===== config.mk =====
export PLATFORM = sky130hd
export DESIGN_NAME = srch_result_sync
export DESIGN_NICKNAME = d
export VERILOG_FILES = /design/src/rtl/srch_result_sync.sv
export SDC_FILE = /design/constraint.sdc
export NUM_CORES = 1
export LEC_CHECK = 0
export BUFFER_PORTS_ARGS = -buffer_cell sky130_fd_sc_hd__buf_2
export CAP_MARGIN = 20
export CORE_ASPECT_RATIO = 0.9
export CORE_MARGIN = 2
export CORE_UTILIZATION = 37
export CTS_CLUSTER_DIAMETER = 150
export DETAILED_ROUTE_END_ITERATION = 12
export PLACE_DENSITY_LB_ADDON = 0.3
export SLEW_MARGIN = 20
export SYNTH_ARGS = -nofsm -noshare
export SYNTH_HDL_FRONTEND = slang
export SYNTH_SLANG_ARGS = --single-unit

===== constraint.sdc =====
create_clock -name clk -period 4.4 [get_ports clk]
set_input_delay 0.44 -clock clk [delete_from_list [all_inputs] [get_ports clk]]
set_output_delay 0.44 -clock clk [all_outputs]
set_load 0.05 [all_outputs]

===== src/rtl/srch_result_sync.sv =====
module srch_result_sync #(
  parameter int N_ROWS     = 8,
  parameter int IDX_W      = 3,
  parameter int SETTLE_CYC = 3
) (
  input  logic              clk,
  input  logic              rst_n,
  input  logic              search_end,
  input  logic [N_ROWS-1:0] win_flags_in,
  input  logic [IDX_W-1:0]  win_idx_in,
  output logic [N_ROWS-1:0] win_flags_q,
  output logic [IDX_W-1:0]  win_idx_q,
  output logic              result_valid,
  output logic              ack,
  output logic              sb_clear
);
  localparam int CNT_W = (SETTLE_CYC < 2) ? 1 : $clog2(SETTLE_CYC);
  localparam logic [CNT_W-1:0] CNT_LAST = CNT_W'(SETTLE_CYC - 1);

  typedef enum logic [1:0] {S_IDLE, S_SETTLE, S_CAP, S_ACK} st_t;

  st_t             state;
  logic            se_meta, se_sync;
  logic [CNT_W-1:0] cnt;

  always_ff @(posedge clk or negedge rst_n) begin
    if (!rst_n) begin
      se_meta <= 1'b0;
      se_sync <= 1'b0;
    end else begin
      se_meta <= search_end;
      se_sync <= se_meta;
    end
  end

  always_ff @(posedge clk or negedge rst_n) begin
    if (!rst_n) begin
      state       <= S_IDLE;
      cnt         <= '0;
      win_flags_q <= '0;
      win_idx_q   <= '0;
      sb_clear    <= 1'b0;
    end else begin
      sb_clear <= (state == S_CAP);
      case (state)
        S_IDLE: begin
          cnt <= '0;
          if (se_sync) state <= S_SETTLE;
        end
        S_SETTLE: begin
          if (!se_sync) begin
            state <= S_IDLE;
          end else if (cnt == CNT_LAST) begin
            win_flags_q <= win_flags_in;
            win_idx_q   <= win_idx_in;
            state       <= S_CAP;
          end else begin
            cnt <= cnt + 1'b1;
          end
        end
        S_CAP:   state <= S_ACK;
        S_ACK:   if (!se_sync) state <= S_IDLE;
        default: state <= S_IDLE;
      endcase
    end
  end

  assign result_valid = (state == S_CAP);
  assign ack          = (state == S_ACK);
endmodule


==> results.cfg, run 1 <==
[grt]
grt_max_degree = 19
grt_first_pass_wirelength_microns = 1938
grt_usage_pct = 11.32
grt_pass1_vias = 447
overflow = 0
antenna_found_initial = 0

[worst_setup_path]
critical_path.max_fanout = 8
crit_slowest_cell = dfrtp_1
reg2reg_depth = 5
reg2reg_slack_ns = 2.83
critical_path_class = register to primary output
cp-end-kind = primary output
startpoint_type = register
worstPathRequired_ns = 3.96
critical_path.max_stage_delay_ns = 0.47
crit_chain = and2b_1, buf_2
cp.arrival_ns = 1.27

[cts]
clock_latency_ns = 0.29
cts_root_buffer = clkbuf_4
numCtsBuffers = 3
postCtsHoldBufs = 0
ctsResizeCount = 0
cts_setup_buffers = 0
tritoncts = yes
clockBufferDepth = 2
cts_sinks = 18
cts_max_level = 1
clkSlewWorstSetupHoldPaths_ns = 0.10

[final_layout]
layout.area.seq_sq_um = 450.4
final_cell_mix = buf_2, dfrtp_1, mux2_4
finish.utilization_pct = 49.11
final_common_cell = buf_2
multi_input_area_sq_um = 270.3
post_layout_nonfiller_instances = 102
drive_above_1_share_pct = 58.44
diodes = 0
syn_to_final_growth_pct = 25.89
num-fill-cells = 172
num-nets-final = 93

[yosys]
syn_inst = 47
syn_area_sq_um = 739.5
synth_cell_types = 18
syn_area_per_cell_sq_um = 15.73
seq_area_frac_synth_pct = 60.91
ys_warn_count = 0
syn-num-nets = 62
synth-seq-cells = 18

[routing]
drt-total-wl_microns = 1178
ant_nets = 0
dr.pass1.iters = 2
drc = 0
num_vias = 449
wire_per_inst_microns = 11.55
vias_per_cell = 4.402
drt_iter0_markers = 2

[floorplan]
core_sq_um = 1896
die_x_microns = 51.13
row_count = 15
ios = 28
initial_utilization_pct = 39.01
chipHeight_microns = 46.41
dieArea_sq_um = 2373

[sta]
slew_violations = 0
tns_ns = 0
worst_slew_pin_slew_ns = 0.3760
slew_headroom_pct = 74.93
hold_violations = 0
finalCriticalPeriod_ns = 1.712
finalSetupViolations = 0
min_period_over_period_pct = 38.90
fin_skew_ns = 0.01173
max_freq_ghz = 0.5842
rsz0062_at_grt = no

[hold_path]
hold_class = input pin to asynchronous set/reset pin

[job]
maxCapViolations = 0

[placement]
placed_cells = 98
hpwl_microns = 875.7
routabilityCongestion = 0.6168
io_buffers = 27

[power_and_ir_drop]
irDropWorstVdd_uv = 273.6
p_leak_nw = 0.4972
power_density_nw_per_um2 = 848.4
totalPowerFinal_mw = 0.7898

[run_status]
status = finished, final reports clean
-- worst max-delay path: cells and delay by family (launching register included) --
family                 cells  cell delay (ns)
AND/OR/NAND/NOR            1             0.26
flip-flops                 1             0.47
buffers and inverters      1             0.27
-- cell families after synthesis --
kind of cell | Yosys count | synth area share (%)
and+or+nand+nor | 8 | 7.446
buffers and inverters | 3 | 2.538
AOI/OAI and AO/OA | 5 | 4.230
adders and majority gates | 1 | 1.692
muxes | 12 | 23.18
DFF | 18 | 60.91
-- state kept, by name, summed over array words and instances, names as in the netlist, named ones only --
signal,count
state,1
se_sync,1
win_flags_q,8
cnt,2
sb_clear,1
win_idx_q,3
se_meta,1
-- final timing paths --
check                                      end       start
worst min register to register         se_sync     se_meta
worst max-delay path              result_valid    state[0]
min in group clk                       se_meta  search_end
max in group asynchronous               cnt[0]       rst_n
worst max register to register  win_flags_q[5]      cnt[0]
worst min-delay path            win_flags_q[0]       rst_n
-- cells in the mapped netlist --
cell type  count  area (sq um)
and2b_1        1         7.510
a21oi_1        3         15.01
ha_1           1         12.51
nand2b_1       1         6.260
dfrtp_1       18         450.4
or3_4          1         11.26
nand2_1        1         3.750
mux2_4        10         150.1
and2_1         1         6.260
nand2_2        1         6.260
mux2_2         1         11.26
or3b_2         1         8.760
o22a_1         1         8.760
nand3_1        1         5.000
mux2i_1        1         10.01
inv_1          2         7.510
o211ai_1       1         7.510
buf_6          1         11.26
-- final cells by class --
type                            count  area share (%)
Tap cell                           25           3.360
Inverter                            2          0.8065
Timing Repair Buffer               27           14.52
Multi-Input combinational cell     26           29.03
Sequential cell                    18           48.39
Clock buffer                        4           3.898
-- routing by layer --
layer	vias to the layer above	routed length [microns]	part of all wire, %	global-route usage [%]
met3	0	77	6.5	2.922
met1	212	540	46	15.50
li1	221	-	-	-
met5	-	0	0	0
met2	16	561	48	16.36
met4	0	0	0	6.486
-- where the power goes --
group | internal, mW | switching [mW] | leakage [nW]
Clock | 0.0504 | 0.0486 | 0.0210
Sequential | 0.234 | 0.0468 | 0.217
Combinational | 0.139 | 0.270 | 0.259
Total | 0.424 | 0.366 | 0.497
-- metrics by stage --
stage / area [sq um] / hold WS (ns) / setup WS [ns]
finish: 930.9 / 0.04709 / 2.688
global route: 930.9 / 0.06223 / 2.612
CTS: 930.9 / 0.05802 / 2.658
detailed placement: 894.6 / 0.3411 / 2.813
global placement: 894.6 / 0.3336 / 2.836
floorplan: 739.5 / 0.1444 / 2.843
Power figures use the tool's default switching activity.
==> run 2, diff against run 1 <==
==> constraint.sdc (replaced) <==
create_clock -name clk -period 1.63 [get_ports clk]
set_input_delay 0.163 -clock clk [delete_from_list [all_inputs] [get_ports clk]]
set_output_delay 0.163 -clock clk [all_outputs]
set_load 0.05 [all_outputs]
==> run 2 against run 1 <==
Sequential share of layout area down 2.5 points. Highest routed layer is now met4. Via count up 11%. Critical path depth up 3. Worst setup slack worse by 2.7 ns. Sequential power rose to 2.6 times the previous value.
==> results.cfg, run 2 (synthesis gave the netlist of run 1 again) <==
[sta]
min_period_over_period_pct = 98.20
finalCriticalPeriod_ns = 1.601
rsz0062_at_grt = yes
fin_skew_ns = 0.003177
finalSetupViolations = 0
worst_slew_pin_slew_ns = 0.4022
max_freq_ghz = 0.6248
hold_violations = 0
slew_violations = 0
slew_headroom_pct = 73.19

[floorplan]
dieArea_sq_um = 2373
chipHeight_microns = 46.41
initial_utilization_pct = 39.01
die_x_microns = 51.13
core_sq_um = 1896
ios = 28
row_count = 15

[placement]
routabilityCongestion = 0.6490
place_area_sq_um = 909.6
placed_cells = 100
hpwl_microns = 944.3
io_buffers = 27

[grt]
grt_max_degree = 19
grt_pass1_vias = 463
antenna_found_initial = 0
overflow = 0
grt_usage_pct = 12.95
grt_first_pass_wirelength_microns = 2139

[final_layout]
drive_above_1_share_pct = 60.24
multi_input_area_sq_um = 284.0
finish.utilization_pct = 51.75
top_register = win_flags_q
largest_register_ffs = 8
syn_to_final_growth_pct = 32.66
layout.area.seq_sq_um = 450.4
biggestRegsByFlops = win_flags_q (8), win_idx_q (3), cnt (2)
final_cell_mix = buf_2, dfrtp_1, mux2_4
diodes = 0
post_layout_nonfiller_instances = 108
num-fill-cells = 187
num-nets-final = 100
final_area_sq_um = 980.9
final_common_cell = buf_2

[routing]
drt_iter0_markers = 5
wire_per_inst_microns = 12.56
num_vias = 498
drc = 0
dr.pass1.iters = 4
drt-total-wl_microns = 1356
vias_per_cell = 4.611
ant_nets = 0

[worst_setup_path]
r2r_start = cnt[0]
cp-end-kind = register
startpoint_type = register
critical_path.max_stage_delay_ns = 0.46
crit_slowest_cell = or3_4
r2r_end = win_flags_q[5]
crit_start = cnt[0]
critical_path_class = register to register
crit_cells = 5
worstPathRequired_ns = 1.81
crit_path_end = win_flags_q[5]
reg2reg_depth = 5
critPathBufInv = 1
reg2reg_slack_ns = 0.03
crit_chain = inv_1, ha_2, nand2_2, or3_4, mux2_4
cp.arrival_ns = 1.78
critical_path.max_fanout = 6
crit_family = simple AND/OR/NAND/NOR gates

[hold_path]
min_path_cells = 2
hold_class = input pin to register

[cts]
numCtsBuffers = 3
cts_sinks = 18
cts_max_level = 1
clock_latency_ns = 0.29
clkSlewWorstSetupHoldPaths_ns = 0.09
cts_root_buffer = clkbuf_4
tritoncts = yes
clockBufferDepth = 2

[run_status]
status = finished, final reports clean

[power_and_ir_drop]
power_density_nw_per_um2 = 2191
irDropWorstVdd_uv = 993.4
p_leak_nw = 0.5178

[job]
maxCapViolations = 0
==> run 2: cell count changes in the layout (fill, tap and decap cells not counted), sizes merged <==
| cell | previous run | this run |
|---|---|---|
| clkbuf | 4 | 3 |
| buf | 27 | 31 |
| dlygate4sd3 | 0 | 2 |
| or3 | 1 | 2 |
==> run 2: layout make-up <==
cell class	count	area share, %
clock buffer	3	2.296
tap	25	3.189
multi-input combinational	27	28.95
inverter	2	0.7653
sequential	18	45.92
timing repair buffer	33	18.88
==> run 2: how the worst min path moves through the flow <==
stage / start / end
floorplan: rst_n / asynchronous set/reset pin
global placement: rst_n / sb_clear
detailed placement: rst_n / win_idx_q[1]
CTS: win_flags_in[1] / win_flags_q[1]
global route: win_idx_in[2] / win_idx_q[2]
finish: win_flags_in[1] / win_flags_q[1]
==> run 2: stage by stage <==
stage               worst slack, ns  hold slack, ns  power (mW)  TNS (ns)
floorplan                   0.07292         -0.1326       1.655         0
global placement            0.07126          0.1088       1.896         0
detailed placement          0.02930          0.1165       1.922         0
CTS                         0.01508         0.08838       2.140         0
global route               -0.02014         0.07777       2.285  -0.09542
finish                      0.02939         0.09779       2.149         0
==> run 2: routing by layer <==
metal	wire length (microns)	part of all wire, %	global-route usage, %
met1	565	42	15.67
met3	90	6.6	6.169
met2	689	51	20.26
met5	0	0	0
met4	10	0.74	4.865
==> run 2: report_power, final <==
part / internal, mW / switching, mW
combinational: 0.424 / 0.778
sequential: 0.633 / 0.106
clock: 0.0859 / 0.122
==> run 2: timing repair <==
action,in CTS,in global routing
setup endpoints to repair,0,12
endpoints found under the hold margin,19,0
hold buffers,2,0
gates resized for setup,0,2
buffers inserted,0,2
==> run 3, diff against run 2 <==
--- a/config.mk
+++ b/config.mk
@@ -9,7 +9,7 @@
 export CAP_MARGIN = 20
 export CORE_ASPECT_RATIO = 0.9
 export CORE_MARGIN = 2
-export CORE_UTILIZATION = 37
+export CORE_UTILIZATION = 46
 export CTS_CLUSTER_DIAMETER = 150
 export DETAILED_ROUTE_END_ITERATION = 12
 export PLACE_DENSITY_LB_ADDON = 0.3
==> run 3 against run 2 <==
Worst setup slack gained 0.050 ns. Die area shrank 18%. Total power grew 2.9%. First-iteration DRC count shrank 60%. Final cell count shrank 2.8%. Final area grew 0.26%. Via count shrank 2.6%. Utilization grew 15 points. Combinational power is essentially flat. Sequential power is essentially flat. Flip-flop and latch count is the same. Critical path type unchanged. Largest power group unchanged. Highest routed layer is now met3.
==> results.cfg, run 3 (synthesis gave the netlist of run 1 again) <==
[run_status]
status = finished, final reports clean

[final_layout]
final_cell_mix = buf_2, dfrtp_1, mux2_4
diodes = 0
largest_register_ffs = 8
drive_above_1_share_pct = 59.04
top_register = win_flags_q
syn_to_final_growth_pct = 32.99
num-nets-final = 99
post_layout_nonfiller_instances = 105
finish.utilization_pct = 66.44
final_common_cell = buf_2
biggestRegsByFlops = win_flags_q (8), win_idx_q (3), cnt (2)
final_area_sq_um = 983.4

[floorplan]
dieArea_sq_um = 1945
row_count = 13
core_sq_um = 1480
initial_utilization_pct = 49.96
chipHeight_microns = 42.04
die_x_microns = 46.26
ios = 28

[hold_path]
min_path_cells = 2
hp-start = win_idx_in[0]
hold_path_end = win_idx_q[0]
hold_class = input pin to register

[routing]
drt-total-wl_microns = 1307
drt_iter0_markers = 2
drc = 0
num_vias = 485
ant_nets = 0
dr.pass1.iters = 2
vias_per_cell = 4.619
wire_per_inst_microns = 12.45

[grt]
grt_max_degree = 19
grt_usage_pct = 14.78
grt_pass1_vias = 467
grt_first_pass_wirelength_microns = 2049
overflow = 0
antenna_found_initial = 0

[sta]
slew_headroom_pct = 74.87
finalSetupViolations = 0
slew_violations = 0
min_period_over_period_pct = 95.14
hold_violations = 0
worst_slack_ns = 0.07922
tns_ns = 0
whs_ns = 0.1011
fin_skew_ns = 0.0009490
worst_slew_pin_slew_ns = 0.3769
rsz0062_at_grt = no
max_freq_ghz = 0.6448
finalCriticalPeriod_ns = 1.551

[cts]
clockBufferDepth = 2
cts_root_buffer = clkbuf_4
cts_sinks = 18
numCtsBuffers = 3
cts_max_level = 1
clkSlewWorstSetupHoldPaths_ns = 0.10
clock_latency_ns = 0.28
tritoncts = yes

[worst_setup_path]
cp-end-kind = register
worstPathRequired_ns = 1.81
cp.arrival_ns = 1.73
crit_start = cnt[0]
critical_path.max_fanout = 6
reg2reg_depth = 5
critical_path_class = register to register
r2r_start = cnt[0]
reg2reg_slack_ns = 0.08
r2r_end = win_flags_q[6]
startpoint_type = register

[placement]
hpwl_microns = 923.9
routabilityCongestion = 0.6432
io_buffers = 27
place_area_sq_um = 905.9
placed_cells = 97
dp_slack_ns = 0.04147

[power_and_ir_drop]
switchingPower_mw = 1.016
totalPowerFinal_mw = 2.211
sequentialPowerShare_pct = 33.5
clockPowerShare_pct = 12.0
power_density_nw_per_um2 = 2248
switching_share_pct = 45.96
p_comb_share_pct = 54.5
p_int_mw = 1.195
irDropWorstVdd_uv = 1342
p_leak_nw = 0.5251

[job]
maxCapViolations = 0
==> run 3: cell types whose count changed in the layout (fill, tap and decap cells not counted), sizes merged <==
cell	change
clkbuf	+1
buf	-1
==> run 3: how the worst max path moves through the flow <==
stage | end | slack, ns | cells past startpoint
after CTS | win_flags_q[1] | 0.04 | 5
after floorplan | win_flags_q[0] | 0.07 | 6
after global routing | win_flags_q[7] | 0.01 | 5
after detailed placement | win_flags_q[1] | 0.04 | 5
after global placement | win_flags_q[6] | 0.07 | 5
final | win_flags_q[6] | 0.08 | 5
==> run 3: area by class of cell <==
| cell class | count | area (sq um) |
|---|---|---|
| Clock buffer | 4 | 36.28 |
| Fill cell | 123 | 496.7 |
| Inverter | 2 | 7.507 |
| Multi-Input combinational cell | 27 | 284.0 |
| Sequential cell | 18 | 450.4 |
| Tap cell | 22 | 27.53 |
| Timing Repair Buffer | 32 | 177.7 |
==> run 3: per-layer routing <==
layer / GRT usage, % / vias to the layer above / part of all wire, %
li1: - / 239 / -
met1: 18.98 / 230 / 44
met2: 23.61 / 16 / 51
met3: 3.879 / 0 / 5.4
met4: 5.143 / 0 / 0
met5: 0 / - / 0
==> run 3: power by group through the flow <==
stage	Clock [mW]	Sequential, mW	Combinational (mW)
6_report	0.265	0.740	1.21
5_1_grt	0.295	0.763	1.27
4_1_cts	0.272	0.741	1.18
3_5_place_dp	0	0.743	1.18
3_3_place_gp	0	0.743	1.16
2_1_floorplan	0	1.27	0.386
==> run 3: critical path: stages, from the launching register on <==
cell     delay [ns]
dfrtp_1        0.40
inv_1          0.06
ha_1           0.18
nand2_2        0.08
or3_4          0.41
mux2_4         0.32
==> run 3: what timing repair did <==
item,in CTS,in global routing
hold endpoints to repair,19,0
hold buffers,2,0
setup endpoints to repair,0,11
setup buffers,0,1
gates resized for setup,0,2
